==> src/rtl/mn_search_pkg.sv <==
package mn_search_pkg;
  typedef enum logic [1:0] {
    WALK_IDLE = 2'd0,
    WALK_RUN  = 2'd1,
    WALK_DONE = 2'd2
  } walk_state_e;

  function automatic int unsigned wmax(int unsigned a, int unsigned b);
    return (a > b) ? a : b;
  endfunction
endpackage

==> src/rtl/mn_quot_table.sv <==
module mn_quot_table #(
  parameter int unsigned REF_HZ = 24_000_000,
  parameter int unsigned N_MAX  = 127,
  localparam int unsigned N_W   = $clog2(N_MAX + 1),
  localparam int unsigned Q_W   = $clog2(REF_HZ + 1)
) (
  input  logic [N_W-1:0] n_i,
  output logic [Q_W-1:0] quot_o
);
  localparam int unsigned DEPTH = 2 ** N_W;

  logic [Q_W-1:0] tab [DEPTH];

  // floor(REF_HZ / n) fixed at elaboration; unused slots hold zero
  for (genvar g = 0; g < DEPTH; g++) begin : g_ent
    localparam int unsigned DIV = (g == 0) ? 1 : g;
    if (g == 0 || g > N_MAX) begin : g_zero
      assign tab[g] = '0;
    end else begin : g_val
      assign tab[g] = Q_W'(REF_HZ / DIV);
    end
  end

  assign quot_o = tab[n_i];
endmodule

==> src/rtl/mn_err_calc.sv <==
module mn_err_calc #(
  parameter int unsigned M_W   = 11,
  parameter int unsigned Q_W   = 25,
  parameter int unsigned TGT_W = 40,
  localparam int unsigned E_W  = mn_search_pkg::wmax(TGT_W, M_W + Q_W) + 1
) (
  input  logic [M_W-1:0]   m_i,
  input  logic [Q_W-1:0]   quot_i,
  input  logic [TGT_W-1:0] target_i,
  output logic [E_W-1:0]   err_o
);
  logic [E_W-1:0] cand;
  logic [E_W-1:0] tgt;

  always_comb begin
    cand  = E_W'(m_i) * E_W'(quot_i);
    tgt   = E_W'(target_i);
    err_o = (tgt >= cand) ? (tgt - cand) : (cand - tgt);
  end
endmodule

==> src/rtl/mn_pair_walker.sv <==
module mn_pair_walker
  import mn_search_pkg::*;
#(
  parameter int unsigned M_MAX = 2047,
  parameter int unsigned N_MAX = 127,
  localparam int unsigned M_W  = $clog2(M_MAX + 1),
  localparam int unsigned N_W  = $clog2(N_MAX + 1)
) (
  input  logic           clk_i,
  input  logic           rst_ni,
  input  logic           start_i,
  input  logic           zero_i,
  output logic [M_W-1:0] m_o,
  output logic [N_W-1:0] n_o,
  output logic           load_o,
  output logic           busy_o,
  output logic           done_o
);
  walk_state_e state_q;
  logic        row_end;

  assign busy_o  = (state_q == WALK_RUN);
  assign done_o  = (state_q == WALK_DONE);
  assign load_o  = start_i && !busy_o;
  assign row_end = (n_o == N_W'(N_MAX)) || zero_i;

  always_ff @(posedge clk_i or negedge rst_ni) begin
    if (!rst_ni) begin
      state_q <= WALK_IDLE;
      m_o     <= M_W'(1);
      n_o     <= N_W'(1);
    end else if (load_o) begin
      state_q <= WALK_RUN;
      m_o     <= M_W'(1);
      n_o     <= N_W'(1);
    end else if (busy_o) begin
      if (row_end) begin
        n_o <= N_W'(1);
        if (m_o == M_W'(M_MAX)) state_q <= WALK_DONE;
        else                    m_o     <= m_o + M_W'(1);
      end else begin
        n_o <= n_o + N_W'(1);
      end
    end
  end

  assert_pair_range_R2: assert property (@(posedge clk_i) disable iff (!rst_ni)
    busy_o |-> (m_o >= M_W'(1) && m_o <= M_W'(M_MAX) && n_o >= N_W'(1) && n_o <= N_W'(N_MAX)));

  assert_inner_step_R3: assert property (@(posedge clk_i) disable iff (!rst_ni)
    (busy_o && !zero_i && n_o != N_W'(N_MAX)) |=> (n_o == $past(n_o) + N_W'(1) && m_o == $past(m_o)));

  assert_exact_skip_R5: assert property (@(posedge clk_i) disable iff (!rst_ni)
    (busy_o && zero_i && m_o != M_W'(M_MAX)) |=> (n_o == N_W'(1) && m_o == $past(m_o) + M_W'(1)));
endmodule

==> src/rtl/mn_search.sv <==
module mn_search #(
  parameter int unsigned REF_HZ = 24_000_000,
  parameter int unsigned M_MAX  = 2047,
  parameter int unsigned N_MAX  = 127,
  parameter int unsigned TGT_W  = 40,
  localparam int unsigned M_W   = $clog2(M_MAX + 1),
  localparam int unsigned N_W   = $clog2(N_MAX + 1),
  localparam int unsigned Q_W   = $clog2(REF_HZ + 1),
  localparam int unsigned E_W   = mn_search_pkg::wmax(TGT_W, M_W + Q_W) + 1
) (
  input  logic             clk_i,
  input  logic             rst_ni,
  input  logic             start_i,
  input  logic [TGT_W-1:0] target_i,
  output logic             busy_o,
  output logic             done_o,
  output logic [M_W-1:0]   mult_o,
  output logic [N_W-1:0]   div_m1_o,
  output logic [TGT_W-1:0] err_o
);
  logic [M_W-1:0]   m_cur;
  logic [N_W-1:0]   n_cur;
  logic [Q_W-1:0]   quot;
  logic [E_W-1:0]   cand_err;
  logic [TGT_W-1:0] tgt_q;
  logic [TGT_W-1:0] best_err_q;
  logic [M_W-1:0]   best_m_q;
  logic [N_W-1:0]   best_n_q;
  logic             load;
  logic             better;
  logic             zero_now;

  mn_quot_table #(.REF_HZ(REF_HZ), .N_MAX(N_MAX)) u_quot (
    .n_i    (n_cur),
    .quot_o (quot)
  );

  mn_err_calc #(.M_W(M_W), .Q_W(Q_W), .TGT_W(TGT_W)) u_err (
    .m_i      (m_cur),
    .quot_i   (quot),
    .target_i (tgt_q),
    .err_o    (cand_err)
  );

  // strict compare keeps the earliest pair on a tie
  assign better   = busy_o && (cand_err < E_W'(best_err_q));
  assign zero_now = better ? (cand_err == '0) : (best_err_q == '0);

  mn_pair_walker #(.M_MAX(M_MAX), .N_MAX(N_MAX)) u_walk (
    .clk_i   (clk_i),
    .rst_ni  (rst_ni),
    .start_i (start_i),
    .zero_i  (zero_now),
    .m_o     (m_cur),
    .n_o     (n_cur),
    .load_o  (load),
    .busy_o  (busy_o),
    .done_o  (done_o)
  );

  always_ff @(posedge clk_i or negedge rst_ni) begin
    if (!rst_ni) begin
      tgt_q      <= '0;
      best_err_q <= '0;
      best_m_q   <= M_W'(1);
      best_n_q   <= N_W'(1);
    end else if (load) begin
      tgt_q      <= target_i;
      best_err_q <= target_i;
      best_m_q   <= M_W'(1);
      best_n_q   <= N_W'(1);
    end else if (better) begin
      best_err_q <= TGT_W'(cand_err);
      best_m_q   <= m_cur;
      best_n_q   <= n_cur;
    end
  end

  assign mult_o   = best_m_q;
  assign div_m1_o = best_n_q - N_W'(1);
  assign err_o    = best_err_q;

  assert_err_monotone_R3: assert property (@(posedge clk_i) disable iff (!rst_ni)
    busy_o |=> (err_o <= $past(err_o)));

  assert_busy_ignores_start_R7: assert property (@(posedge clk_i) disable iff (!rst_ni)
    (busy_o && start_i) |=> $stable(tgt_q));

  assert_result_held_R8: assert property (@(posedge clk_i) disable iff (!rst_ni)
    (done_o && !start_i) |=> (done_o && $stable(mult_o) && $stable(div_m1_o) && $stable(err_o)));

  assert_done_after_run_R5: assert property (@(posedge clk_i) disable iff (!rst_ni)
    $rose(done_o) |-> $past(busy_o));

  assert_err_within_target_R4: assert property (@(posedge clk_i) disable iff (!rst_ni)
    done_o |-> (err_o <= tgt_q));
endmodule

==> config.mk <==
export PLATFORM = sky130hd
export DESIGN_NAME = mn_search
export DESIGN_NICKNAME = d
export VERILOG_FILES = /design/src/rtl/mn_search_pkg.sv /design/src/rtl/mn_quot_table.sv /design/src/rtl/mn_err_calc.sv /design/src/rtl/mn_pair_walker.sv /design/src/rtl/mn_search.sv
export SDC_FILE = /design/constraint.sdc
export NUM_CORES = 1
export LEC_CHECK = 0
export BUFFER_PORTS_ARGS = -buffer_cell sky130_fd_sc_hd__buf_2
export CAP_MARGIN = 20
export CORE_ASPECT_RATIO = 2
export CORE_MARGIN = 3
export CORE_UTILIZATION = 44
export CTS_BUF_LIST = sky130_fd_sc_hd__clkbuf_8 sky130_fd_sc_hd__clkbuf_16
export DETAILED_ROUTE_END_ITERATION = 10
export SETUP_SLACK_MARGIN = 0.02
export SKIP_LAST_GASP = 1
export SYNTH_ARGS = -nofsm -noshare
export SYNTH_HDL_FRONTEND = slang
export SYNTH_SLANG_ARGS = --single-unit
==> constraint.sdc <==
create_clock -name clk_i -period 18.9 [get_ports clk_i]
set_input_delay 0.945 -clock clk_i [delete_from_list [all_inputs] [get_ports clk_i]]
set_output_delay 0.945 -clock clk_i [all_outputs]
set_load 0.01 [all_outputs]
# Word-level counts from Yosys, hierarchy flattened
# Memory sizes are Yosys's and may differ from the RTL's.
# Index checks and enable logic that the tools add are counted.
[op_classes]
addsub = 5
n_mul = 1
magnitude_cmp = 3
eq_ne = 5
n_mux = 21
bitwise = 1
n_reduce_logical = 12
[ops]
columns = ["cell", "count"]
rows = [
  ["2-to-1 mux 40 bit", 2],
  ["2-to-1 mux 11 bit", 6],
  ["2-to-1 mux 25 bit", 2],
  ["logical NOT 41 bit", 1],
  ["< comparator 41 x 40 -> 1 bit", 1],
  ["2-to-1 mux 41 bit", 1],
  ["subtractor 36 x 40 -> 41 bit", 1],
  ["subtractor 40 x 36 -> 41 bit", 1],
  ["greater-or-equal comparator 40 x 36 -> 1 bit", 1],
  ["logical NOT 40 bit", 1],
  ["multiplier 11 x 25 -> 36 bit", 1],
  ["2-to-1 mux 7 bit", 5],
  ["adder 11 x 1 -> 11 bit, second input constant", 1],
  ["equality test 11 bit, second input constant", 1],
  ["greater-or-equal comparator 8 bit, second input constant", 1],
  ["2-to-1 mux 2 bit", 4],
  ["inverter 7 -> 8 bit", 1],
  ["nonzero test 2 bit", 4],
  ["adder 7 x 1 -> 7 bit, second input constant", 1],
  ["equality test 7 bit, second input constant", 1],
  ["subtractor 7 x 1 -> 7 bit, second input constant", 1],
  ["AND reduction 3 bit", 2],
  ["equality test 2 x 1 -> 1 bit, second input constant", 1],
  ["equality test 2 bit, second input constant", 1],
  ["other kinds (5)", 6],
]
[word_totals]
ff_bits = 118
romBits = 3200
inputBits = 43
out_inout_bits = 60
n_memories = 1
[memory_table]
columns = ["memory", "words", "word_bits", "read_ports", "rd_ports_with_merged_regs", "wr", "line_no", "source"]
rows = [
  ["(no name shown)", 128, 25, 1, 0, 0, "mn_quot_table.sv:24", "assign quot_o = tab[n_i];"],
]

# Logic depth before layout (Yosys ltp)
# Gate-level depths: netlist of the first run.
[depth]
word_depth = 14
ltp_mapped = 66
ltp_nobuf = 59

# Hierarchy
# Synthesis of the first run repeated with hierarchy kept, for this count alone.
[unflattened]
cells_unflattened = 2992
area_unflattened_um2 = 23502.5
[by_module_without_submodules]
columns = ["module", "instances", "cells_each", "area_each_um2", "seq_area_each_um2"]
rows = [
  ["mn_err_calc", 1, 1680, 12914.9, 0.0],
  ["mn_search", 1, 627, 5992.0, 2454.9],
  ["mn_quot_table", 1, 573, 3489.6, 0.0],
  ["mn_pair_walker", 1, 112, 1106.1, 503.0],
]

# Worst setup path before layout of the first run
# Ideal clock, no wire load.
[synth_path]
path_type = "register to register"
from = "register u_walk.n_o[1]"
to = "register u_walk.m_o[3]"
arrival_ns = 13.385
required_ns = 18.774
slack_ns = 5.389
stages_incl_launch_ff = 65
n_path_buf = 7
cell_sequence = "dfrtp_1 > clkbuf_1 > inv_1 > clkbuf_1 > ha_1 > clkbuf_1 > nor2b_1 > o21ai_0 > o21ai_0 > a21oi_1 > nor3_1 > a21oi_1 > a21oi_1 > clkbuf_1 > nand2_1 > fa_1 > inv_1 > fa_1 > [29 not listed] > buf_6 > mux2i_1 > xnor2_1 > inv_1 > ha_1 > a21o_1 > a21o_1 > a21oi_1 > o211a_1 > o211ai_1 > a221oi_1 > o21ai_0 > a211oi_1 > and4_1 > nand4_1 > nor4b_4 > o21ai_1 > a221o_1"
[synth_between]
elab_chain_cells = 13
elab_cells_between_ends = 17
cone_classes = "add/sub (2); mul (1); order compare (2); eq/ne (1); mux (4); bitwise (1); reduce/logical (5); memory (1)"
[synth_lines]
columns = ["element", "line_no", "source"]
rows = [
  ["start, declared", "mn_pair_walker.sv:14", "output logic [N_W-1:0] n_o,"],
  ["start signal, assigned", "mn_pair_walker.sv:42", "n_o <= n_o + N_W'(1);"],
  ["inverter 7 -> 8 bit (not written as such)", "mn_quot_table.sv:24", ""],
  ["memory read (128 x 25 bit)", "-", ""],
  ["2-to-1 mux 25 bit (not written as such) (2 in a row)", "mn_quot_table.sv:24", ""],
  ["multiplier 11 x 25 -> 36 bit", "mn_err_calc.sv:16", "cand = E_W'(m_i) * E_W'(quot_i);"],
  ["subtractor 36 x 40 -> 41 bit, or another cell as far along", "mn_err_calc.sv:18", "err_o = (tgt >= cand) ? (tgt - cand) : (cand - tgt);"],
  ["2-to-1 mux 41 bit", "mn_err_calc.sv:18", ""],
  ["< comparator 41 x 40 -> 1 bit", "mn_search.sv:46", "assign better = busy_o && (cand_err < E_W'(best_err_q));"],
  ["logical AND 1 bit", "mn_search.sv:46", ""],
  ["2-to-1 mux 1 bit", "mn_search.sv:47", "assign zero_now = better ? (cand_err == '0) : (best_err_q == '0);"],
  ["logical OR 1 bit *", "mn_pair_walker.sv:25", "assign row_end = (n_o == N_W'(N_MAX)) || zero_i;"],
  ["nonzero test 2 bit (no line) *", "-", ""],
  ["AND reduction 3 bit (no line) *", "-", ""],
  ["end signal, assigned", "mn_pair_walker.sv:40", "else m_o <= m_o + M_W'(1);"],
  ["end, declared", "mn_pair_walker.sv:13", "output logic [M_W-1:0] m_o,"],
]
# Mark *: on every way between the ends. The rest lies on a longest branch, timed or not. The select of a mux whose other input is x is not followed.
# A chain may end at the register's enable or synchronous reset.

# Worst setup path in the final report of the first run
[layout_path]
from = "register u_walk.n_o[0]"
to = "register u_walk.m_o[3]"
# Same word-level chain as after synthesis.

==> results of run 1 <==
kinds of logic after synthesis:
group                      share of synthesized area, %
xor gates and xnor gates                           2.97
AOI/OAI and AO/OA                                  21.5
muxes                                              1.62
and+or+nand+nor                                    20.4
buffers and inverters                              9.62
DFF                                                13.4
adders and majority gates                          30.5
final cells by class:
cell class                 instances  share of cell area, %
antenna                           12                  0.124
clock buffer                      18                   1.82
clock inverter                    14                  0.778
inverter                         365                   5.68
multi-input combinational       2231                   70.6
sequential                       118                   12.3
tap                              643                   3.33
timing repair buffer             203                   5.39
how the worst max path moves through the flow:
stage                              start                   endpoint  slack, ps  cells after the start
5_1_grt        u_walk.n_o[0]$_DFFE_PN1P_  u_walk.m_o[3]$_DFFE_PN0P_        800                     58
6_report       u_walk.n_o[0]$_DFFE_PN1P_  u_walk.m_o[3]$_DFFE_PN0P_       1440                     58
3_3_place_gp   u_walk.n_o[0]$_DFFE_PN1P_  u_walk.n_o[1]$_DFFE_PN0P_       1940                     59
2_1_floorplan  u_walk.n_o[1]$_DFFE_PN0P_  u_walk.m_o[3]$_DFFE_PN0P_       5390                     64
3_5_place_dp   u_walk.n_o[0]$_DFFE_PN1P_  u_walk.m_o[3]$_DFFE_PN0P_       2130                     59
4_1_cts        u_walk.n_o[0]$_DFFE_PN1P_  u_walk.m_o[3]$_DFFE_PN0P_       2060                     59
registers in the layout, summed over array words and instances (netlist names):
register / count
u_walk.state_q: 2
err_o: 40
tgt_q: 40
mult_o: 11
best_n_q: 7
u_walk.m_o: 11
u_walk.n_o: 7
through the flow:
stage                     instance area [um2]  util [%]  instances
after CTS                               24100      48.7       3586
after global placement                  23400      47.4       3552
after detailed placement                23400      47.5       3554
after global routing                    24100      48.8       3595
after floorplan                         22100         -       2904
final                                   24100      48.9       3604
cell usage in the layout, fill, tap and decap left out, types with 29 or more instances in the layout:
master / count
and2_1: 111
xor2_1: 29
a211oi_1: 37
xnor2_1: 46
inv_1: 362
nor3_1: 55
a21oi_1: 200
mux2i_1: 29
nand4_1: 29
a21o_1: 38
dfrtp_1: 111
o211ai_1: 55
buf_2: 102
buf_4: 94
nand2b_1: 34
o21ai_0: 212
nand2_1: 372
ha_1: 206
fa_1: 208
nand3_1: 68
nor2_1: 177
worst max-delay path: cells and delay by family (launching register included):
kind,cells,cell delay [ps]
buffers and inverters,11,1510
multiplexers,1,830
flip-flops,1,540
AO/OA/AOI/OAI,22,5770
adder cells (fa/ha/maj),9,4390
AND/OR/NAND/NOR,14,3780
XOR/XNOR,1,440
metal layers:
layer | routed length [um] | global-route usage (%) | vias to the layer above
met5 | 23 | 0 | -
met4 | 15200 | 45.1 | 4
met3 | 7420 | 10.8 | 612
met2 | 53700 | 70.7 | 1194
met1 | 30600 | 34.7 | 10900
li1 | - | - | 9901
==> metrics.txt, run 1 <==
slowest stage delay, CP 830 ps; synth-to-layout area growth 9.26%; Chip Width 164 um; Max-Cap Viols 0; multi-input combinational cell area 0.0170 mm2; RSZ-0062 raised after global routing no; share of layout cells above drive strength 1 9.29%; nets@finish 3,393; Core Box Area 0.0494 mm2; kind of end point of the critical path register; status completed; Die H 323 um; Worst setup SP type register; Initial Util 44.7%; vias per cell 6.28; first-pass GRT wire length 156,000 um; syn nets 3,361; number of port buffers 102; CP max stage cell mux2i_1; Post-synth EDFFs 0; Setup Skew 14.5 ps; Core Rows 115; DR vias 22,600; WL final 107,000 um; Commonest cells post-synth nand2_1, inv_1, o21ai_0; register area 0.00296 mm2; final hold violations 0; period utilization 92.4%; Cells after Synth 2,904; Hold Crit Class input pin to asynchronous set/reset pin; Mapped Area 0.0221 mm2; Synth area leader fa_1; H-tree depth 4; Slew Viols, Final 0; crit-path max FO 20; DR WL/cell 29.7 um; ANT nets after route 0; Rel. slew slack 19.7%; data required time at the worst endpoint 19,230 ps; top cell type's share of synthesized area 18.9%; Boundary Pins 103; Synth Warn # 0; reg-to-reg endpoint u_walk.m_o[3]$_DFFE_PN0P_; Synth async-reset ratio 100%; Setup Fix Bufs, Post-CTS 0; slew at the pin closest to its max-slew limit 1190 ps; Sink Count 118; hold_buf cts 0; cell with the most instances after synthesis nand2_1; CP arrival 17,790 ps; cts bufs inserted 17; r2r worst-path depth 58; f_max 0.0573 GHz; clk_lat worst skew 460 ps; Tmin final 17,460 ps; Netlist cell types 84; clock buffer depth 2; GP Congestion 1.10; largest net degree at the start of global routing 100; area of the die 0.0531 mm2; Post-CTS Resized 0; DRC viols 0; Setup TNS 0 ps; Setup-failing EPs final 0; vias in the first global route 23,800; TritonCTS clock tree built; Place WS 2130 ps; final worst slack 1440 ps; gr usage total 40.7%; ranking of synthesized cells by area fa_1, dfrtp_1, ha_1, nand2_1, inv_1; Syn Area/Cell 7.60 um2; register area share after synthesis 13.4%; register bit total from synthesis 118; fill count 5,006; root buf cell clkbuf_16; Initial DRC Count 1,854; r2r startpoint u_walk.n_o[0]$_DFFE_PN1P_; FF-to-FF setup slack 1440 ps; first-pass detailed-route iteration total 7; Synth Flop Type dfrtp_1; Crit Path Class register to register; hpwl dp 84,400 um; initial antenna violation count 14; clock transition at the registers of the reported paths 70 ps; Remaining Overflow, GRT 0; Hold Worst Slack 436 ps
Power of run 1 is not shown: default switching activity piles up to over one toggle a cycle in this logic, so the estimate is an artifact.
==> run 2: changes to the inputs <==
==> constraint.sdc (replaced) <==
create_clock -name clk_i -period 19.1 [get_ports clk_i]
set_input_delay 0.955 -clock clk_i [delete_from_list [all_inputs] [get_ports clk_i]]
set_output_delay 0.955 -clock clk_i [all_outputs]
set_load 0.01 [all_outputs]
==> run 2 against run 1 <==
Net effect: cell area about the same; die area unchanged; sequential share of layout area about the same; non-clock buffer count unchanged; cell count about the same; register-to-register slack got worse by 140 ps; via count about the same; clock skew increased by 0.91 ps; sequential cell count unchanged; setup slack got worse by 140 ps; wire length decreased by 0.21%; clock-buffer cell count unchanged; highest routed layer unchanged.
==> metrics.txt, run 2 (same netlist as run 1, synthesis figures left out) <==
vias in the first global route 23,900 (was 23,800); clock buffer depth 2 (unchanged); Hold Crit Class input pin to asynchronous set/reset pin (unchanged); root buf cell clkbuf_16 (unchanged); Crit Path Class register to register (unchanged); Sink Count 118 (unchanged); Setup TNS 0 ps (unchanged); hpwl dp 84,400 um (about the same); Die H 323 um (unchanged); cts bufs inserted 17 (unchanged); slowest stage delay, CP 910 ps (was 830 ps); initial antenna violation count 10 (was 14); Core Rows 115 (unchanged); CP max stage cell a21oi_1 (was mux2i_1); first-pass detailed-route iteration total 6 (was 7); Worst setup SP type register (unchanged); period utilization 93.2% (was 92.4%); Setup Skew 15.4 ps (was 14.5 ps); GP Congestion 1.13 (was 1.10); final hold violations 0 (unchanged); Placed Cells 3,552 (was 3,554); clock transition at the registers of the reported paths 70 ps (about the same); synth-to-layout area growth 9.28% (was 9.26%); H-tree depth 4 (unchanged); FF-to-FF setup slack 1310 ps (was 1440 ps); crit-path max FO 20 (unchanged); number of port buffers 102 (unchanged); Chip Width 164 um (unchanged); hold_buf cts 0 (unchanged); most common cell after layout, fill and taps aside nand2_1 (unchanged); largest net degree at the start of global routing 106 (was 100); Hold Worst Slack 434 ps (was 436 ps); most frequent cells in the layout nand2_1, inv_1, o21ai_0 (unchanged); CP Launch Point u_walk.n_o[0]$_DFFE_PN1P_ (unchanged); Rel. slew slack 17.3% (was 19.7%); Max-Cap Viols 0 (unchanged); clk_lat worst skew 470 ps (was 460 ps); Slew Viols, Final 0 (unchanged); data required time at the worst endpoint 19,450 ps (was 19,230 ps); RSZ-0062 raised after global routing no (unchanged); Post-CTS Resized 0 (unchanged); r2r startpoint u_walk.n_o[0]$_DFFE_PN1P_ (unchanged); nets@finish 3,393 (unchanged); Setup-failing EPs final 0 (unchanged); ANT nets after route 0 (unchanged); DRC viols 0 (unchanged); gr usage total 40.7% (about the same); Initial DRC Count 1,815 (was 1,854); Core Box Area 0.0494 mm2 (unchanged); CP arrival 18,140 ps (was 17,790 ps); Boundary Pins 103 (unchanged); kind of end point of the critical path register (unchanged); Largest regs err_o (40), tgt_q (40) (unchanged); DR vias 22,600 (about the same); slew at the pin closest to its max-slew limit 1230 ps (was 1190 ps); fill count 4,962 (was 5,006); Setup Fix Bufs, Post-CTS 0 (unchanged); share of layout cells above drive strength 1 9.29% (unchanged); Initial Util 44.7% (unchanged); TritonCTS clock tree built (unchanged); area of the die 0.0531 mm2 (unchanged); WL final 107,000 um (about the same); Remaining Overflow, GRT 0 (unchanged); f_max 0.0562 GHz (was 0.0573 GHz); DR WL/cell 29.6 um (was 29.7 um); most used cell, CP o21ai_0; Tmin final 17,790 ps (was 17,460 ps); status completed (unchanged); first-pass GRT wire length 156,000 um (about the same); vias per cell 6.28 (about the same); final cell count without fillers 3,602 (was 3,604)
==> run 2: cell count changes in the layout (fill, tap and decap cells not counted), sizes merged <==
cell and change:
clkinv -1, clkbuf -1, diode -2, clkinvlp +1, buf +1
==> run 2: path summary, 6_finish.rpt <==
kind	endpoint	cells past startpoint
worst max-delay path	u_walk.m_o[4]$_DFFE_PN0P_	51
worst min-delay path	err_o[1]$_DFFE_PN0P_	1
worst max register to register	u_walk.m_o[4]$_DFFE_PN0P_	51
worst min register to register	mult_o[5]$_DFFE_PN0P_	2
max in group asynchronous	tgt_q[29]$_DFFE_PN0P_	2
min in group clk_i	mult_o[5]$_DFFE_PN0P_	2
==> run 2: metal layers <==
| metal | vias up | track usage (%) | share of wire, % |
|---|---|---|---|
| met3 | 575 | 11.4 | 6.8 |
| met2 | 1178 | 70.0 | 50 |
| met5 | - | 0 | 0.025 |
| li1 | 9904 | - | - |
| met4 | 4 | 46.1 | 14 |
| met1 | 11000 | 34.7 | 29 |
==> run 2: layout make-up <==
class,count,area (um2),share of cell area (%)
Clock inverter,14,189,0.783
Inverter,365,1370,5.68
Sequential cell,118,2960,12.3
Timing Repair Buffer,203,1310,5.42
Multi-Input combinational cell,2231,17000,70.6
Clock buffer,18,439,1.82
Tap cell,643,805,3.33
Antenna cell,10,25.0,0.104
==> run 2: through the flow <==
step	utilization [%]	setup slack [ps]	area [um2]
after floorplan	-	5590	22100
after global placement	47.4	2020	23400
after detailed placement	47.4	1760	23400
after CTS	48.7	1700	24000
after global routing	48.9	681	24100
final	48.9	1310	24100
==> run 2: critical path: cells and delay by family, from the launching register on <==
family / cells / cell delay (ps)
DFF: 1 / 810
and+or+nand+nor: 13 / 3940
adders and majority gates: 9 / 4550
buffers and inverters: 4 / 770
muxes: 1 / 870
AOI/OAI and AO/OA: 24 / 6630
Power of run 2 is left out for the same reason.
